==> src/rtl/tw_spi_id_reader.sv <==
module tw_spi_id_reader #(
  parameter int          CLK_DIV   = 50,
  parameter logic [5:0]  CFG_ADDR  = 6'h31,
  parameter logic [7:0]  CFG_VAL   = 8'h40,
  parameter logic [5:0]  ID_ADDR   = 6'h00,
  parameter logic [7:0]  ID_EXPECT = 8'hE5
) (
  input  logic       clk,
  input  logic       rst,
  input  logic       start,
  output logic       cs_n,
  output logic       sclk,
  output logic       sdio_out,
  output logic       sdio_oe,
  input  logic       sdio_in,
  output logic [7:0] id_byte,
  output logic       id_valid,
  output logic       id_mismatch
);

  localparam int          HALF     = CLK_DIV / 2;
  localparam int          DW       = (HALF > 1) ? $clog2(HALF) : 1;
  localparam logic [15:0] CFG_WORD = {1'b0, 1'b0, CFG_ADDR, CFG_VAL};
  localparam logic [15:0] RD_WORD  = {1'b1, 1'b0, ID_ADDR, 8'h00};

  typedef enum logic [2:0] {S_IDLE, S_SETUP, S_LOW, S_HIGH, S_HOLD, S_GAP1, S_GAP2} st_t;

  st_t         st;
  logic [DW-1:0] div;
  logic        tick, fall_stb, rise_stb;
  logic [15:0] shreg;
  logic [3:0]  bitn;
  logic        rd_frm, req;
  logic [7:0]  rx;

  always_ff @(posedge clk) begin
    if (rst)                        div <= '0;
    else if (div == DW'(HALF - 1))  div <= '0;
    else                            div <= div + 1'b1;
  end

  assign tick     = (div == DW'(HALF - 1));
  assign fall_stb = tick && (st == S_SETUP || (st == S_HIGH && bitn != 4'd0));
  assign rise_stb = tick && (st == S_LOW);

  assign sdio_out = shreg[15];
  assign sdio_oe  = !(rd_frm && (st == S_LOW || st == S_HIGH) && bitn < 4'd8);

  always_ff @(posedge clk) begin
    if (rst) begin
      st          <= S_IDLE;
      cs_n        <= 1'b1;
      sclk        <= 1'b1;
      shreg       <= '0;
      bitn        <= 4'd15;
      rd_frm      <= 1'b0;
      rx          <= '0;
      req         <= 1'b1;
      id_byte     <= '0;
      id_valid    <= 1'b0;
      id_mismatch <= 1'b0;
    end else begin
      id_valid <= 1'b0;
      if (st == S_IDLE && start) req <= 1'b1;
      if (rise_stb) begin
        sclk <= 1'b1;
        if (rd_frm && bitn < 4'd8) rx <= {rx[6:0], sdio_in};
      end
      if (fall_stb) begin
        sclk <= 1'b0;
        if (st == S_HIGH) begin
          bitn  <= bitn - 4'd1;
          shreg <= {shreg[14:0], 1'b0};
        end
      end
      if (tick) begin
        case (st)
          S_IDLE: if (req || start) begin
            req    <= 1'b0;
            cs_n   <= 1'b0;
            shreg  <= CFG_WORD;
            rd_frm <= 1'b0;
            bitn   <= 4'd15;
            st     <= S_SETUP;
          end
          S_SETUP: st <= S_LOW;
          S_LOW:   st <= S_HIGH;
          S_HIGH:  st <= (bitn == 4'd0) ? S_HOLD : S_LOW;
          S_HOLD: begin
            cs_n <= 1'b1;
            st   <= S_GAP1;
          end
          S_GAP1: st <= S_GAP2;
          S_GAP2: if (!rd_frm) begin
            rd_frm <= 1'b1;
            shreg  <= RD_WORD;
            bitn   <= 4'd15;
            cs_n   <= 1'b0;
            st     <= S_SETUP;
          end else begin
            st          <= S_IDLE;
            id_byte     <= rx;
            id_valid    <= 1'b1;
            id_mismatch <= (rx != ID_EXPECT);
          end
          default: st <= S_IDLE;
        endcase
      end
    end
  end

  assert_sclk_parked_R2: assert property (@(posedge clk) disable iff (rst)
    cs_n |-> sclk);

  assert_release_in_read_R5: assert property (@(posedge clk) disable iff (rst)
    !sdio_oe |-> (!cs_n && rd_frm));

  assert_valid_one_cycle_R6: assert property (@(posedge clk) disable iff (rst)
    id_valid |=> !id_valid);

  assert_id_held_R6: assert property (@(posedge clk) disable iff (rst)
    !$stable(id_byte) |-> id_valid);

  assert_mismatch_flag_R7: assert property (@(posedge clk) disable iff (rst)
    id_valid |-> (id_mismatch == (id_byte != ID_EXPECT)));

  assert_cs_release_high_R8: assert property (@(posedge clk) disable iff (rst)
    $rose(cs_n) |-> ($past(sclk) && sclk));

  assert_out_on_fall_R3: assert property (@(posedge clk) disable iff (rst)
    (!$stable(sdio_out) && !cs_n && !$rose(cs_n) && !$fell(cs_n)) |-> $fell(sclk));

endmodule

==> config.mk <==
export PLATFORM = sky130hd
export DESIGN_NAME = tw_spi_id_reader
export DESIGN_NICKNAME = d
export VERILOG_FILES = /design/src/rtl/tw_spi_id_reader.sv
export SDC_FILE = /design/constraint.sdc
export NUM_CORES = 1
export LEC_CHECK = 0
export ABC_AREA = 0
export BUFFER_PORTS_ARGS = -buffer_cell sky130_fd_sc_hd__buf_2
export CAP_MARGIN = 15
export CORE_UTILIZATION = 45
export DETAILED_ROUTE_END_ITERATION = 16
export PLACE_DENSITY_LB_ADDON = 0.12
export SYNTH_ARGS = -nofsm -noshare
export SYNTH_HDL_FRONTEND = slang
export SYNTH_SLANG_ARGS = --single-unit
==> constraint.sdc <==
create_clock -name clk -period 1.68 [get_ports clk]
set_input_delay 0.168 -clock clk [delete_from_list [all_inputs] [get_ports clk]]
set_output_delay 0.168 -clock clk [all_outputs]
set_load 0.01 [all_outputs]
==> impl_metrics.csv, run 1 <==
group,metric,value,unit
layout,fill_cells,423,
die,io_pins,18,
sta,slew_headroom,71.5,%
sta,tightestPinTransition,0.424,ns
synth,synth_cell_types,43,
route,drt_iter0_markers,72,
power,power.internal,1.51,mW
clock_tree,cts.sinks,50,
power,power.share.sequential,61.4,%
critical_path,critPathSlowestCell,"or4_4",
route,wl_per_cell,13.5,µm
power,swShare,22.6,%
critical_path,path_max_fanout,8,
global_route,grt_max_degree,19,
sta,holdWs,0.103,ns
clock_tree,cts_tree,"done",
sta,clock-skew-final,0.00859,ns
route,drc,0,
worst_hold_path,worstHoldPathType,"primary input to register",
clock_tree,clkTransAtPathRegs,0.09,ns
synth,yosysMostFrequentCell,"dfxtp_1",
route,vias,1671,
die,std_cell_rows,24,
power,p_leak,0.924,nW
route,postRouteAntennaNets,0,
placement,place_congestion,0.766,
critical_path,cp_cell_sequence,"inv_2, ha_4, nand4b_4, or4_4, and3_4",
synth,syn_inst,233,
clock_tree,ctsLongestPathBuffers,2,
synth,yosysSeqAreaShare,48.2,%
synth,synth_top_area_share,48.2,%
critical_path,cpPeakStageDelay,0.62,ns
sta,hold_viol_final,0,
global_route,grt_pass1_wl,6540,µm
die,start_util,47.3,%
die,die_w,69.9,µm
synth,synth_edf_count,0,
layout,fin_cells,314,
die,core-area,4380,µm²
clock_tree,numCtsBuffers,5,
power,vdd_drop_max,452,µV
synth,ys_async_sr_fraction,0,%
synth,synth_nets,240,
power,cellPowerDensity,786,nW/µm²
run_status,status,"complete, no violations",
layout,nets,269,
power,p_sw,440,µW
layout,n_antenna_cell,0,
sta,rsz0062_at_grt,"yes",
global_route,globalRoute.totalOverflow,0,
sta,period_needed,1.65,ns
critical_path,cp_top_family,"simple AND/OR/NAND/NOR gates",
critical_path,endpoint_kind,"register",
sta,timing.fmax,0.607,GHz
clock_tree,clk_latency,0.31,ns
synth,syn_avg_cell_area,8.91,µm²
placement,dp_hpwl,2660,µm
clock_tree,cts-htree-levels,2,
critical_path,crit_type,"register to register",
route,finalWirelength,4250,µm
critical_path,worst-endpoint-arrival,1.85,ns
synth,synth.area.top_cells,"dfxtp_1, mux2i_1, nand2_1, a21oi_1, nor2_1",
power,clockPowerShare,34.9,%
sta,setup_violations,0,
power,comb_power_share,3.8,%
synth,synth_warnings,0,
sta,slew_viol_final,0,
clock_tree,clock-root-buffer,"clkbuf_8",
synth,synth.cell_area,2080,µm²
global_route,grt_pass1_vias,1423,
synth,ys_seq_elements,50,
global_route,track_usage,16.8,%
synth,yosys_most_used_dff,"dfxtp_1",
sta,period_share,98.1,%
critical_path,start_kind,"register",
global_route,antenna_found_initial,0,
synth,synthTopCellsByCount,"dfxtp_1, nand2_1, nor2_1",
route,routed_via_density,5.32,
critical_path,crit_buf_inv,1,
die,die_h,69.9,µm
layout,drive_above_1_share,26.3,%
placement,placed_cells,302,
critical_path,required,1.89,ns
route,drt-pass1-iter-count,5,
layout,area_growth,19.5,%
run,max_cap_violations,0,
synth,synth_area_leader_cell,"dfxtp_1",
placement,io_buffers,17,
die,dieArea,4890,µm²
==> timing repair <==
action	4_1_cts	5_1_grt
buffers inserted	0	2
hold buffers	0	0
gates resized for setup	0	11
endpoints found under the setup margin	0	23
==> logic make-up (layout without fill, tap and decap cells) <==
family | count (synthesis) | count (layout) | synth area share, %
and+or+nand+nor | 95 | 97 | 22.9
xor gates and xnor gates | 3 | 3 | 1.27
muxes | 18 | 18 | 8.68
DFF | 50 | 50 | 48.2
buffers and inverters | 24 | 51 | 5.49
AOI/OAI and AO/OA | 40 | 40 | 11.6
adders and majority gates | 3 | 3 | 1.81
==> sequential cells by signal (all words and copies together), names as in the netlist <==
register,flops
id_mismatch,1
rd_frm,1
st,3
req,1
sclk,1
cs_n,1
id_valid,1
div,5
rx,8
shreg,16
id_byte,8
bitn,4
==> final timing paths <==
| path | start | end | slack [ns] | cells after the start |
|---|---|---|---|---|
| max | div[1] | shreg[0] | 0.03 | 5 |
| min reg2reg | shreg[10] | shreg[11] | 0.46 | 2 |
| max reg2reg | div[1] | shreg[0] | 0.03 | 5 |
| min | sdio_in | rx[0] | 0.10 | 3 |
==> metal layers <==
metal	up-vias	wire, µm	GRT usage, %
met5	-	0	0
met4	0	54	6.00
met3	6	143	4.62
met2	20	1890	25.2
met1	781	2150	23.2
li1	864	-	-
==> placed cells by master (no fill, tap or decap), types with 6 or more instances in the layout <==
cell type and n:
nor2_1 24, nor3_1 10, mux2i_1 18, o21ai_0 7
dfxtp_2 6, buf_4 18, a21oi_1 19, nand2_1 33
dfxtp_1 44, buf_2 17
==> worst reg2reg max path: stages, from the launching register on <==
cell	delay, ns
dfxtp_2	0.34
inv_2	0.06
ha_4	0.16
nand4b_4	0.16
or4_4	0.62
and3_4	0.20
==> power by group through the flow <==
stage	Sequential [mW]	Combinational (mW)	Clock, mW
2_1_floorplan	1.22	0.0417	0
3_3_place_gp	1.22	0.0644	0
3_5_place_dp	1.22	0.0656	0
4_1_cts	1.19	0.0660	0.696
5_1_grt	1.20	0.0795	0.733
6_report	1.20	0.0731	0.680
==> final cells by class <==
| cell class | count | area (µm²) | share of cell area, % |
|---|---|---|---|
| flip-flops and latches | 50 | 1010 | 40.6 |
| multi-input cells | 161 | 1050 | 42.3 |
| clock buffers | 6 | 72.6 | 2.92 |
| clock inverters | 1 | 7.51 | 0.303 |
| inverters | 7 | 26.3 | 1.06 |
| well taps | 52 | 65.1 | 2.62 |
| repair buffers | 37 | 251 | 10.1 |
==> stage by stage <==
step,setup TNS (ns),worst slack (ns),util (%),power (mW),cell area (µm²)
floorplan,0,0.00379,-,1.27,2120
global placement,0,0.0436,53.1,1.29,2330
detailed placement,0,0.0211,53.1,1.29,2330
CTS,0,0.00525,54.9,1.96,2410
global route,-0.0431,-0.0126,56.6,2.01,2480
finish,0,0.0324,56.6,1.95,2480
Note: power is estimated with default switching activity, not from simulation.
==> run 2, diff against run 1 <==
REMOVE_ABC_BUFFERS = 1   (was default)
==> run 2 against run 1 <==
Against the previous run: the run now ends with negative setup slack left; largest cell class unchanged; maximum frequency decreased by 2.8%; global-route usage is 0.54 points higher; worst hold slack gained 0.0080 ns.
==> impl_metrics.csv, run 2 (synthesized netlist as in run 1, its figures left out) <==
group,metric,value,unit
placement,dp_slack,-0.0607,ns
critical_path,start_kind,"register",
power,cellPowerDensity,756,nW/µm²
route,vias,1673,
power,p_sw,448,µW
route,met2_length,1890,µm
placement,io_buffers,17,
layout,largest-register,"shreg",
critical_path,crit_type,"register to register",
clock_tree,cts_tree,"done",
sta,period_needed,1.69,ns
die,core-area,4380,µm²
critical_path,reg2reg_slack,-0.01,ns
route,postRouteAntennaNets,0,
power,power.share.sequential,59.5,%
critical_path,path_max_fanout,6,
sta,setup_violations,1,
route,routed_via_density,5.13,
clock_tree,clock-root-buffer,"clkbuf_8",
die,dieArea,4890,µm²
critical_path,r2r-end,"shreg[8]",
layout,area_growth,28.0,%
worst_hold_path,worstHoldPathType,"primary input to register",
critical_path,worst-r2r-cell-count,8,
route,met1Wirelength,2140,µm
sta,tightestPinTransition,0.374,ns
die,start_util,47.3,%
global_route,globalRoute.totalOverflow,0,
power,p_leak,1.02,nW
layout,fin_util,60.6,%
route,routed-wl-met3,121,µm
critical_path,worstSetupStartpoint,"bitn[0]",
layout,largest_register_ff_count,16,
clock_tree,clkTransAtPathRegs,0.10,ns
placement,place_congestion,0.806,
route,highest_layer,"met4",
clock_tree,cts.sinks,50,
critical_path,crit_path_end,"shreg[8]",
route,drt_iter0_markers,54,
layout,final_common_cell,"dfxtp_1",
critical_path,endpoint_kind,"register",
placement,dp_hpwl,2790,µm
sta,slew_headroom,74.8,%
route,drt-pass1-iter-count,4,
layout,nets,280,
clock_tree,numCtsBuffers,5,
sta,holdWs,0.111,ns
die,io_pins,18,
global_route,track_usage,17.4,%
run_status,failed_checks,"negative setup slack",
die,die_w,69.9,µm
power,total_power,2.01,mW
power,vdd_drop_max,590,µV
route,wl_per_cell,12.8,µm
run,max_cap_violations,0,
global_route,antenna_found_initial,0,
route,finalWirelength,4180,µm
sta,slew_viol_final,0,
sta,rsz0062_at_grt,"yes",
critical_path,r2r_start,"bitn[0]",
route,drc,0,
die,std_cell_rows,24,
layout,top_regs,"shreg (16), id_byte (8), rx (8)",
power,power.internal,1.56,mW
sta,clock-skew-final,0.00818,ns
global_route,grt_pass1_vias,1541,
global_route,grt_max_degree,20,
sta,period_share,101,%
critical_path,worst-endpoint-arrival,1.88,ns
sta,setup_ws,-0.0150,ns
layout,drive_above_1_share,33.2,%
layout,final_cell_mix,"dfxtp_1, nand2_1, nor2_1, buf_4, mux2i_1",
run_status,status,"complete, but fails checks",
critical_path,required,1.86,ns
power,swShare,22.3,%
clock_tree,clk_latency,0.30,ns
die,die_h,69.9,µm
layout,n_antenna_cell,0,
power,clockPowerShare,37.1,%
global_route,grt_pass1_wl,6910,µm
clock_tree,ctsLongestPathBuffers,2,
sta,hold_viol_final,0,
sta,timing.fmax,0.590,GHz
clock_tree,cts-htree-levels,2,
power,comb_power_share,3.4,%
run 2: cell count changes in the layout (fill, tap and decap cells not counted), sizes merged:
cell,before,now
or4,2,1
nand4b,3,2
buf,37,50
inv,7,8
run 2: timing repair:
item	4_1_cts	5_1_grt
buffers inserted	0	1
setup endpoints to repair	22	37
gates resized for setup	10	34
gates cloned	1	0
pin swaps	0	12
hold buffers	0	0
run 2: power groups by stage:
stage	combinational [mW]	sequential, mW	clock (mW)
final	0.0687	1.19	0.744
after global routing	0.0764	1.20	0.822
after CTS	0.0685	1.19	0.773
after detailed placement	0.0621	1.22	0
after global placement	0.0615	1.22	0
after floorplan	0.0254	1.22	0
run 2: cell type report:
class | count | area (µm²)
clock inverter | 2 | 16.3
timing repair buffer | 50 | 388
inverter | 7 | 26.3
fill | 378 | 1730
tap | 52 | 65.1
clock buffer | 6 | 82.6
sequential | 50 | 1010
multi-input combinational | 159 | 1070
run 2: worst max-delay path, cell delays in order (launching register included):
cell and delay (ns):
dfxtp_2 0.35, inv_2 0.04, ha_4 0.15, nor3b_4 0.15, buf_6 0.13, nor4_4 0.31, buf_6 0.19, mux2i_1 0.18
o22ai_1 0.09
run 2: stage by stage:
| stage | area [µm²] | TNS, ns | instances |
|---|---|---|---|
| after global placement | 2390 | -0.151 | 316 |
| final | 2660 | -0.0150 | 326 |
| after CTS | 2530 | 0 | 325 |
| after global routing | 2660 | -0.790 | 326 |
| after detailed placement | 2390 | -0.596 | 316 |
| after floorplan | 1990 | -26.17 | 216 |
run 2: per-layer routing:
layer,vias up,GRT usage [%]
met3,4,3.46
met2,21,27.0
met4,0,4.00
met1,765,24.8
li1,883,-
met5,-,0
run 2: worst min-delay path by stage:
| stage | from | endpoint | cells past startpoint |
|---|---|---|---|
| 3_5_place_dp | sdio_in | rx[0] | 3 |
| 5_1_grt | sdio_in | rx[0] | 3 |
| 2_1_floorplan | rst | st[0] | 1 |
| 6_report | sdio_in | rx[0] | 3 |
| 4_1_cts | sdio_in | rx[0] | 3 |
| 3_3_place_gp | sdio_in | rx[0] | 3 |
